**src/rtl/cfd_pkg.sv**
```systemverilog
package cfd_pkg;
    typedef enum logic [1:0] {
        ST_IDLE  = 2'd0,
        ST_ARMED = 2'd1,
        ST_FIRED = 2'd2
    } cfd_state_e;
endpackage

```
**src/rtl/cfd_delay_line.sv**
```systemverilog
module cfd_delay_line #(
    parameter int W     = 12,
    parameter int DEPTH = 4
) (
    input  logic                clk,
    input  logic                rst_n,
    input  logic signed [W-1:0] din,
    output logic signed [W-1:0] dout
);
    logic signed [W-1:0] stage [DEPTH];

    for (genvar g = 0; g < DEPTH; g++) begin : g_stage
        if (g == 0) begin : g_head
            always_ff @(posedge clk or negedge rst_n) begin
                if (!rst_n) stage[g] <= '0;
                else        stage[g] <= din;
            end
        end else begin : g_body
            always_ff @(posedge clk or negedge rst_n) begin
                if (!rst_n) stage[g] <= '0;
                else        stage[g] <= stage[g-1];
            end
        end
    end

    assign dout = stage[DEPTH-1];
endmodule

```
**src/rtl/cfd_frac_interp.sv**
```systemverilog
module cfd_frac_interp #(
    parameter int SUM_W  = 14,
    parameter int FRAC_W = 6
) (
    input  logic signed [SUM_W-1:0] sum_prev,
    input  logic signed [SUM_W-1:0] sum_cur,
    output logic        [FRAC_W-1:0] frac
);
    localparam int NUM_W = SUM_W + FRAC_W;

    logic signed [SUM_W:0]   diff;
    logic        [NUM_W-1:0] num;
    logic        [NUM_W-1:0] den;
    logic        [NUM_W-1:0] quo;

    always_comb begin
        diff = {sum_prev[SUM_W-1], sum_prev} - {sum_cur[SUM_W-1], sum_cur};
        num  = {sum_prev, {FRAC_W{1'b0}}};
        den  = NUM_W'(unsigned'(diff));
        quo  = (den == '0) ? '0 : num / den;
        frac = (quo >= NUM_W'(2 ** FRAC_W)) ? {FRAC_W{1'b1}} : quo[FRAC_W-1:0];
    end
endmodule

```
**src/rtl/cfd_arm_fsm.sv**
```systemverilog
module cfd_arm_fsm
    import cfd_pkg::*;
#(
    parameter int SAMPLE_W  = 12,
    parameter int SUM_W     = 14,
    parameter int ARM_LEVEL = 200
) (
    input  logic                       clk,
    input  logic                       rst_n,
    input  logic signed [SAMPLE_W-1:0] raw,
    input  logic signed [SUM_W-1:0]    sum_cur,
    input  logic signed [SUM_W-1:0]    sum_prev,
    output logic                       fire,
    output cfd_state_e                 state
);
    localparam logic signed [SAMPLE_W-1:0] ARM_NEG = SAMPLE_W'(-ARM_LEVEL);

    cfd_state_e state_nx;
    logic       crossing;
    logic       sum_pos;
    logic       armed_by_raw;

    always_comb begin
        crossing     = sum_cur[SUM_W-1] && !sum_prev[SUM_W-1];
        sum_pos      = !sum_cur[SUM_W-1] && (sum_cur != '0);
        armed_by_raw = (raw <= ARM_NEG);
    end

    always_ff @(posedge clk or negedge rst_n) begin
        if (!rst_n) state <= ST_IDLE;
        else        state <= state_nx;
    end

    always_comb begin
        state_nx = state;
        unique case (state)
            ST_IDLE:  if (armed_by_raw) state_nx = ST_ARMED;
            ST_ARMED: if (crossing)     state_nx = ST_FIRED;
            ST_FIRED: if (sum_pos)      state_nx = ST_IDLE;
            default:                    state_nx = ST_IDLE;
        endcase
    end

    always_comb begin
        fire = (state == ST_ARMED) && crossing;
    end
endmodule

```
**src/rtl/cfd_timer.sv**
```systemverilog
module cfd_timer
    import cfd_pkg::*;
#(
    parameter int SAMPLE_W  = 12,
    parameter int DELAY     = 4,
    parameter int ARM_LEVEL = 200,
    parameter int COARSE_W  = 16,
    parameter int FRAC_W    = 6
) (
    input  logic                         clk,
    input  logic                         rst_n,
    input  logic signed [SAMPLE_W-1:0]   sample_i,
    input  logic                         hit_ready_i,
    output logic                         hit_valid_o,
    output logic [COARSE_W+FRAC_W-1:0]   hit_data_o
);
    localparam int SUM_W = SAMPLE_W + 2;

    logic signed [SAMPLE_W-1:0] tap;
    logic signed [SUM_W-1:0]    sum_q, prev_q, sum_d;
    logic signed [SAMPLE_W-1:0] raw_q;
    logic [COARSE_W-1:0]        cnt_q, idx_q;
    logic [FRAC_W-1:0]          frac;
    logic                       fire;
    cfd_state_e                 state;

    cfd_delay_line #(.W(SAMPLE_W), .DEPTH(DELAY)) u_dly (
        .clk(clk), .rst_n(rst_n), .din(sample_i), .dout(tap)
    );

    always_comb begin
        sum_d = SUM_W'(tap) - SUM_W'(sample_i >>> 2);
    end

    always_ff @(posedge clk or negedge rst_n) begin
        if (!rst_n) begin
            sum_q  <= '0;
            prev_q <= '0;
            raw_q  <= '0;
            cnt_q  <= '0;
            idx_q  <= '0;
        end else begin
            sum_q  <= sum_d;
            prev_q <= sum_q;
            raw_q  <= sample_i;
            cnt_q  <= cnt_q + 1'b1;
            idx_q  <= cnt_q;
        end
    end

    cfd_arm_fsm #(.SAMPLE_W(SAMPLE_W), .SUM_W(SUM_W), .ARM_LEVEL(ARM_LEVEL)) u_fsm (
        .clk(clk), .rst_n(rst_n), .raw(raw_q), .sum_cur(sum_q), .sum_prev(prev_q),
        .fire(fire), .state(state)
    );

    cfd_frac_interp #(.SUM_W(SUM_W), .FRAC_W(FRAC_W)) u_frac (
        .sum_prev(prev_q), .sum_cur(sum_q), .frac(frac)
    );

    always_ff @(posedge clk or negedge rst_n) begin
        if (!rst_n) begin
            hit_valid_o <= 1'b0;
            hit_data_o  <= '0;
        end else if (!hit_valid_o || hit_ready_i) begin
            hit_valid_o <= fire;
            if (fire) hit_data_o <= {COARSE_W'(idx_q - 1'b1), frac};
        end
    end
endmodule

```
**config.mk**
```make
export PLATFORM = sky130hd
export DESIGN_NAME = cfd_timer
export DESIGN_NICKNAME = d
export VERILOG_FILES = /design/src/rtl/cfd_pkg.sv /design/src/rtl/cfd_delay_line.sv /design/src/rtl/cfd_frac_interp.sv /design/src/rtl/cfd_arm_fsm.sv /design/src/rtl/cfd_timer.sv
export SDC_FILE = /design/constraint.sdc
export NUM_CORES = 1
export LEC_CHECK = 0
export ABC_CLOCK_PERIOD_IN_PS = 103300
export CORE_AREA = 3 3 166 168
export CTS_CLUSTER_DIAMETER = 120
export DETAILED_ROUTE_END_ITERATION = 10
export DIE_AREA = 0 0 169 171
export MAX_ROUTING_LAYER = met4
export PLACE_DENSITY = 0.84
export SETUP_SLACK_MARGIN = 0.15
export SLEW_MARGIN = 20
export SYNTH_ARGS = -nofsm -noshare
export SYNTH_HDL_FRONTEND = slang
export SYNTH_SLANG_ARGS = --single-unit
```
**constraint.sdc**
```tcl
create_clock -name clk -period 103.3 [get_ports clk]
set_input_delay 15.495 -clock clk [delete_from_list [all_inputs] [get_ports clk]]
set_output_delay 15.495 -clock clk [all_outputs]
set_load 0.01 [all_outputs]
```
# Word-level counts from Yosys, hierarchy flattened
# Cells that the tools add are included.
[totals]
ff_bits = 131
inputBits = 15
out_inout_bits = 23
elab_cells = 41
[op_classes]
addsub = 4
n_div = 1
n_lt_le_gt_ge = 2
n_eq_ne = 5
mux = 6
n_reduce_logical = 12
[ops]
columns = ["op", "count"]
rows = [
  ["$div 20x15->20", 1],
  ["$ge 20x7->1 const B", 1],
  ["$mux 20", 1],
  ["$add 16x1->16 const B", 1],
  ["$sub 16x1->16 const B", 1],
  ["$logic_not 15->1", 1],
  ["$reduce_bool 14->1", 1],
  ["$sub 13x13->14", 1],
  ["$sub 12x10->13", 1],
  ["$le 12x9->1 const B", 1],
  ["$mux 2", 3],
  ["$mux 6", 1],
  ["$ne 2x1->1 const B", 3],
  ["$pmux 2 s3", 1],
  ["$logic_and 1x1->1", 3],
  ["$logic_not 1->1", 3],
  ["$reduce_and 3->1", 1],
  ["$eq 2x1->1 const B", 1],
  ["$eq 2x2->1 const B", 1],
  ["$logic_not 2->1", 1],
  ["$reduce_and 2->1", 1],
  ["$logic_or 1x1->1", 1],
]

# Longest topological paths before layout
[logic_depth]
depth_word = 5
depth_mapped = 224
depth_no_buf = 211

# Modules after synthesis
# Synthesis repeated with hierarchy kept, for this count alone.
[hier_totals]
hier_cells = 2054
area_unflattened_um2 = 16802.4
[modules_own_cells]
columns = ["mod", "instances", "cells_per_inst", "area_each_um2", "seq_area_each_um2"]
rows = [
  ["cfd_frac_interp", 1, 1672, 11592.4, 0.0],
  ["cfd_timer", 1, 302, 3752.3, 2327.2],
  ["cfd_delay_line", 1, 60, 1291.2, 1201.2],
  ["cfd_arm_fsm", 1, 20, 166.4, 50.0],
]

# Least setup slack after synthesis
# Ideal clock, no wire load.
[synth_path]
kind = "register to register"
startpoint = "reg prev_q[0]"
endpoint = "reg hit_data_o[0]"
setup_ps = 141
arrival_time_ps = 42812
required_ps = 103159
path_slack_ps = 60347
stages_incl_launch_ff = 209
n_path_buf = 18
period_less_slack_ps = 42953
cell_sequence = "dfrtp_1 > inv_1 > ha_1 > inv_1 > fa_1 > a211oi_2 > o21ai_2 > a21boi_1 > xor2_1 > nand3_1 > buf_2 > nor2_1 > and3_1 > nand2_1 > mux2_2 > ha_1 > or4b_2 > o311ai_0 > [... 173 more ...] > nor3_4 > buf_6 > nand2_1 > o31ai_1 > ha_1 > a21o_1 > a21o_1 > a21oi_1 > nor2b_1 > o21ai_0 > nand2b_1 > a21oi_1 > nor2b_1 > a2111oi_0 > nand2_1 > nor4_1 > o311a_1 > a221oi_2"
[synth_between]
elab_chain_cells = 5
elab_cells_between_ends = 6
cone_classes = "add/sub (1); div (1); order compare (1); mux (2); reduce/logical (1)"
[synth_lines]
columns = ["item", "line_no", "rtl"]
rows = [
  ["start, declared", "cfd_timer.sv:20", "logic signed [SUM_W-1:0] sum_q, prev_q, sum_d;"],
  ["start signal, assigned", "cfd_timer.sv:44", "prev_q <= sum_q;"],
  ["$sub 13x13->14", "cfd_frac_interp.sv:17", "diff = {sum_prev[SUM_W-1], sum_prev} - {sum_cur[SUM_W-1], sum_cur};"],
  ["$div 20x15->20 / $logic_not 15->1 (equally long branches)", "cfd_frac_interp.sv:20", "quo = (den == '0) ? '0 : num / den;"],
  ["$mux 20 *", "cfd_frac_interp.sv:20", ""],
  ["$ge 20x7->1", "cfd_frac_interp.sv:21", "frac = (quo >= NUM_W'(2 ** FRAC_W)) ? {FRAC_W{1'b1}} : quo[FRAC_W-1:0];"],
  ["$mux 6 *", "cfd_frac_interp.sv:21", ""],
  ["end signal, assigned", "cfd_timer.sv:66", "if (fire) hit_data_o <= {COARSE_W'(idx_q - 1'b1), frac};"],
  ["end, declared", "cfd_timer.sv:15", "output logic [COARSE_W+FRAC_W-1:0] hit_data_o"],
]
# Mark *: on every way between the ends. The rest lies on a longest branch, timed or not.
# A chain may end at the register's enable or synchronous reset.

# Worst setup path in the final report
# Same ends and word-level chain as after synthesis.

==> impl_metrics.json <==
{
  "status": "finished, final reports clean",
  "dpl_cell_area_um2": 16400,
  "cp-end-kind": "register",
  "clock.fmax_ghz": 0.0201,
  "crit_slowest_cell": "a41oi_1",
  "cp_max_fo": 26,
  "avgRoutedWirePerCell_um": 20.0,
  "setup_ws_ps": 53520,
  "cts_root_buf": "clkbuf_16",
  "layout-drive-gt1-share": 0.0781,
  "fin_area_um2": 17000,
  "clk_pin_slew_ps": 70,
  "vias": 14831,
  "place_ws_ps": 54640,
  "insertion_delay_ps": 420,
  "grt-ovfl-total": 0,
  "setup_viol": 0,
  "cts_max_level": 4,
  "seq_area_um2": 3280,
  "cts_buffers": 17,
  "port-buffer-count": 37,
  "finalCriticalPeriod_ps": 49780,
  "cp_data_arrival_time_ps": 50040,
  "tns_ps": 0,
  "ys_seq_area_frac": 0.209,
  "ant_nets": 0,
  "drtIter0Drc": 1120,
  "syn-cell-area_um2": 15700,
  "hpwl_um": 34700,
  "tightest_slew_ps": 1080,
  "synth_edf_count": 0,
  "first_global_vias": 14319,
  "route.detailed.drc": 0,
  "fin_crit_sh": 0.482,
  "crit_path_start_kind": "register",
  "yosysWarnings": 0,
  "cts_hold_buf": 0,
  "die_area_um2": 28900,
  "die_y_um": 171,
  "grt_pass1_wl_um": 73700,
  "nets": 2182,
  "cap_violations": 0,
  "start_util": 0.602,
  "drt_wl_total_um": 45900,
  "core_area_um2": 26100,
  "slew_viol_final": 0,
  "grt_max_degree": 88,
  "gr-usage-all-layers": 0.322,
  "clock_sinks": 131,
  "fin_worst_skew_ps": 12.1,
  "yosys.area.top_type_share": 0.209,
  "synth.largest_area_cell": "dfrtp_1",
  "ctsResizeCount": 0,
  "fp-row-count": 59,
  "relSlewSlack": 0.270,
  "yosys-top-cells-area": "dfrtp_1 (21%), ha_1 (17%), xnor2_1 (5.4%)",
  "hold_viol_final": 0,
  "timing.critical_path.mode_cell": "ha_1",
  "crit_path_max_incr_delay_ps": 890,
  "place_congestion": 1.00,
  "ios": 38,
  "worstSetupPathType": "reg2reg",
  "antenna_found_initial": 0,
  "clockBufferDepth": 2,
  "synth_fp_nets": 2155,
  "multi_input_area_um2": 11900,
  "crit_required_ps": 103560,
  "hold_path.class": "reg2reg",
  "syn_to_final_growth_pct": 8.26,
  "insertedDiodeCount": 0,
  "fill_cells": 2174,
  "dieWidth_um": 169,
  "ys_seq_elements": 131,
  "cts_setup_buffers": 0,
  "synth.avg_cell_area_um2": 8.18,
  "async_flop_share": 1.00,
  "syn_inst": 1919,
  "rsz0062_at_grt": "false",
  "dr.pass1.iters": 5,
  "viasPerCell": 6.47,
  "synth_ff_type": "dfrtp_1",
  "synth_cell_types": 90,
  "cts_tree": "yes"
}
==> kinds of logic (layout without fill, tap and decap cells) <==
family / Yosys count / after routing / share of synthesized area
buffers and inverters: 142 / 182 / 0.0354
XOR/XNOR: 167 / 167 / 0.0932
AND/OR/NAND/NOR: 614 / 614 / 0.189
adder cells (fa/ha/maj): 221 / 221 / 0.178
flip-flops: 131 / 131 / 0.209
AO/OA/AOI/OAI: 568 / 568 / 0.242
multiplexers: 76 / 76 / 0.0536
==> state kept, by name, summed over array words and instances (netlist names) <==
name and count:
u_dly.stage 36, prev_q 13, hit_valid_o 1, cnt_q 16, hit_data_o 22, u_fsm.state 2
idx_q 16, u_dly.dout 12, sum_q 13
==> per-layer routing <==
metal,share of wire,vias to the layer above,global-route usage
met3,0.065,112,0.0319
met4,0.033,0,0.108
met2,0.46,555,0.525
met1,0.44,7035,0.424
met5,0,-,-
li1,-,7129,-
==> path summary, 6_finish.rpt <==
path	start	endpoint	slack [ps]	cells past startpoint
max reg2reg	prev_q[0]	hit_data_o[0]	53520	196
min reg2reg	u_dly.stage[30]	u_dly.stage[18]	350	0
min	u_dly.stage[30]	u_dly.stage[18]	350	0
min in group asynchronous	rst_n	cnt_q[10]	15070	1
max	prev_q[0]	hit_data_o[0]	53520	196
max in group asynchronous	rst_n	prev_q[0]	87090	2
==> cells in the final DEF, fill, tap and decap left out, types with 12 or more instances in the layout <==
cell	count
a21oi_1	140
buf_4	17
o21a_1	45
or2_2	12
a31oi_1	16
mux2i_1	12
nand3_1	40
dfrtp_1	131
a21o_1	66
nor4_1	17
clkdlybuf4s50_1	36
xnor2_1	96
mux2_2	62
and3_1	18
or3_1	13
nand4_1	26
o211ai_1	19
and2_1	15
nor3_1	63
o21ai_0	122
inv_1	95
nand2_1	172
a211oi_1	16
nor2b_1	26
o31ai_1	13
o21bai_1	14
nand2b_1	28
clkbuf_16	17
nor2_1	152
ha_1	218
xor2_1	70
==> cells in the mapped netlist (all sizes together) (20+ instances only) <==
library cell	number
ha	218
nand2	172
nor2	152
a21oi	140
dfrtp	131
o21ai	125
inv	96
xnor2	96
xor2	71
nor3	67
a21o	66
mux2	64
o21a	45
nand3	40
clkbuf	35
nand2b	28
nand4	26
nor2b	26
o211ai	20
==> metrics by stage <==
stage | hold slack [ps] | util | std cells
after CTS | 349 | 0.652 | 2294
after floorplan | 331 | - | 1919
after global routing | 354 | 0.652 | 2294
after global placement | 332 | 0.630 | 2262
after detailed placement | 335 | 0.630 | 2262
final | 347 | 0.652 | 2294
==> worst max-delay path: cells and delay by family (launching register included) <==
kind	cells	cell delay, ps
mux	8	2800
fa+ha+maj	21	6780
simple gates	65	15370
buf+inv	7	1590
flops	1	440
compound gates	95	22590
==> area by class of cell <==
| cell class | count | share of cell area |
|---|---|---|
| multi-input combinational | 1646 | 0.699 |
| sequential | 131 | 0.193 |
| timing repair buffer | 54 | 0.0294 |
| clock buffer | 17 | 0.0250 |
| tap | 335 | 0.0247 |
| inverter | 96 | 0.0212 |
| clock inverter | 15 | 0.00795 |
Power is left out: the tool's default activity adds up to more than one toggle a clock period on the data nets, which glitch-free logic cannot reach.
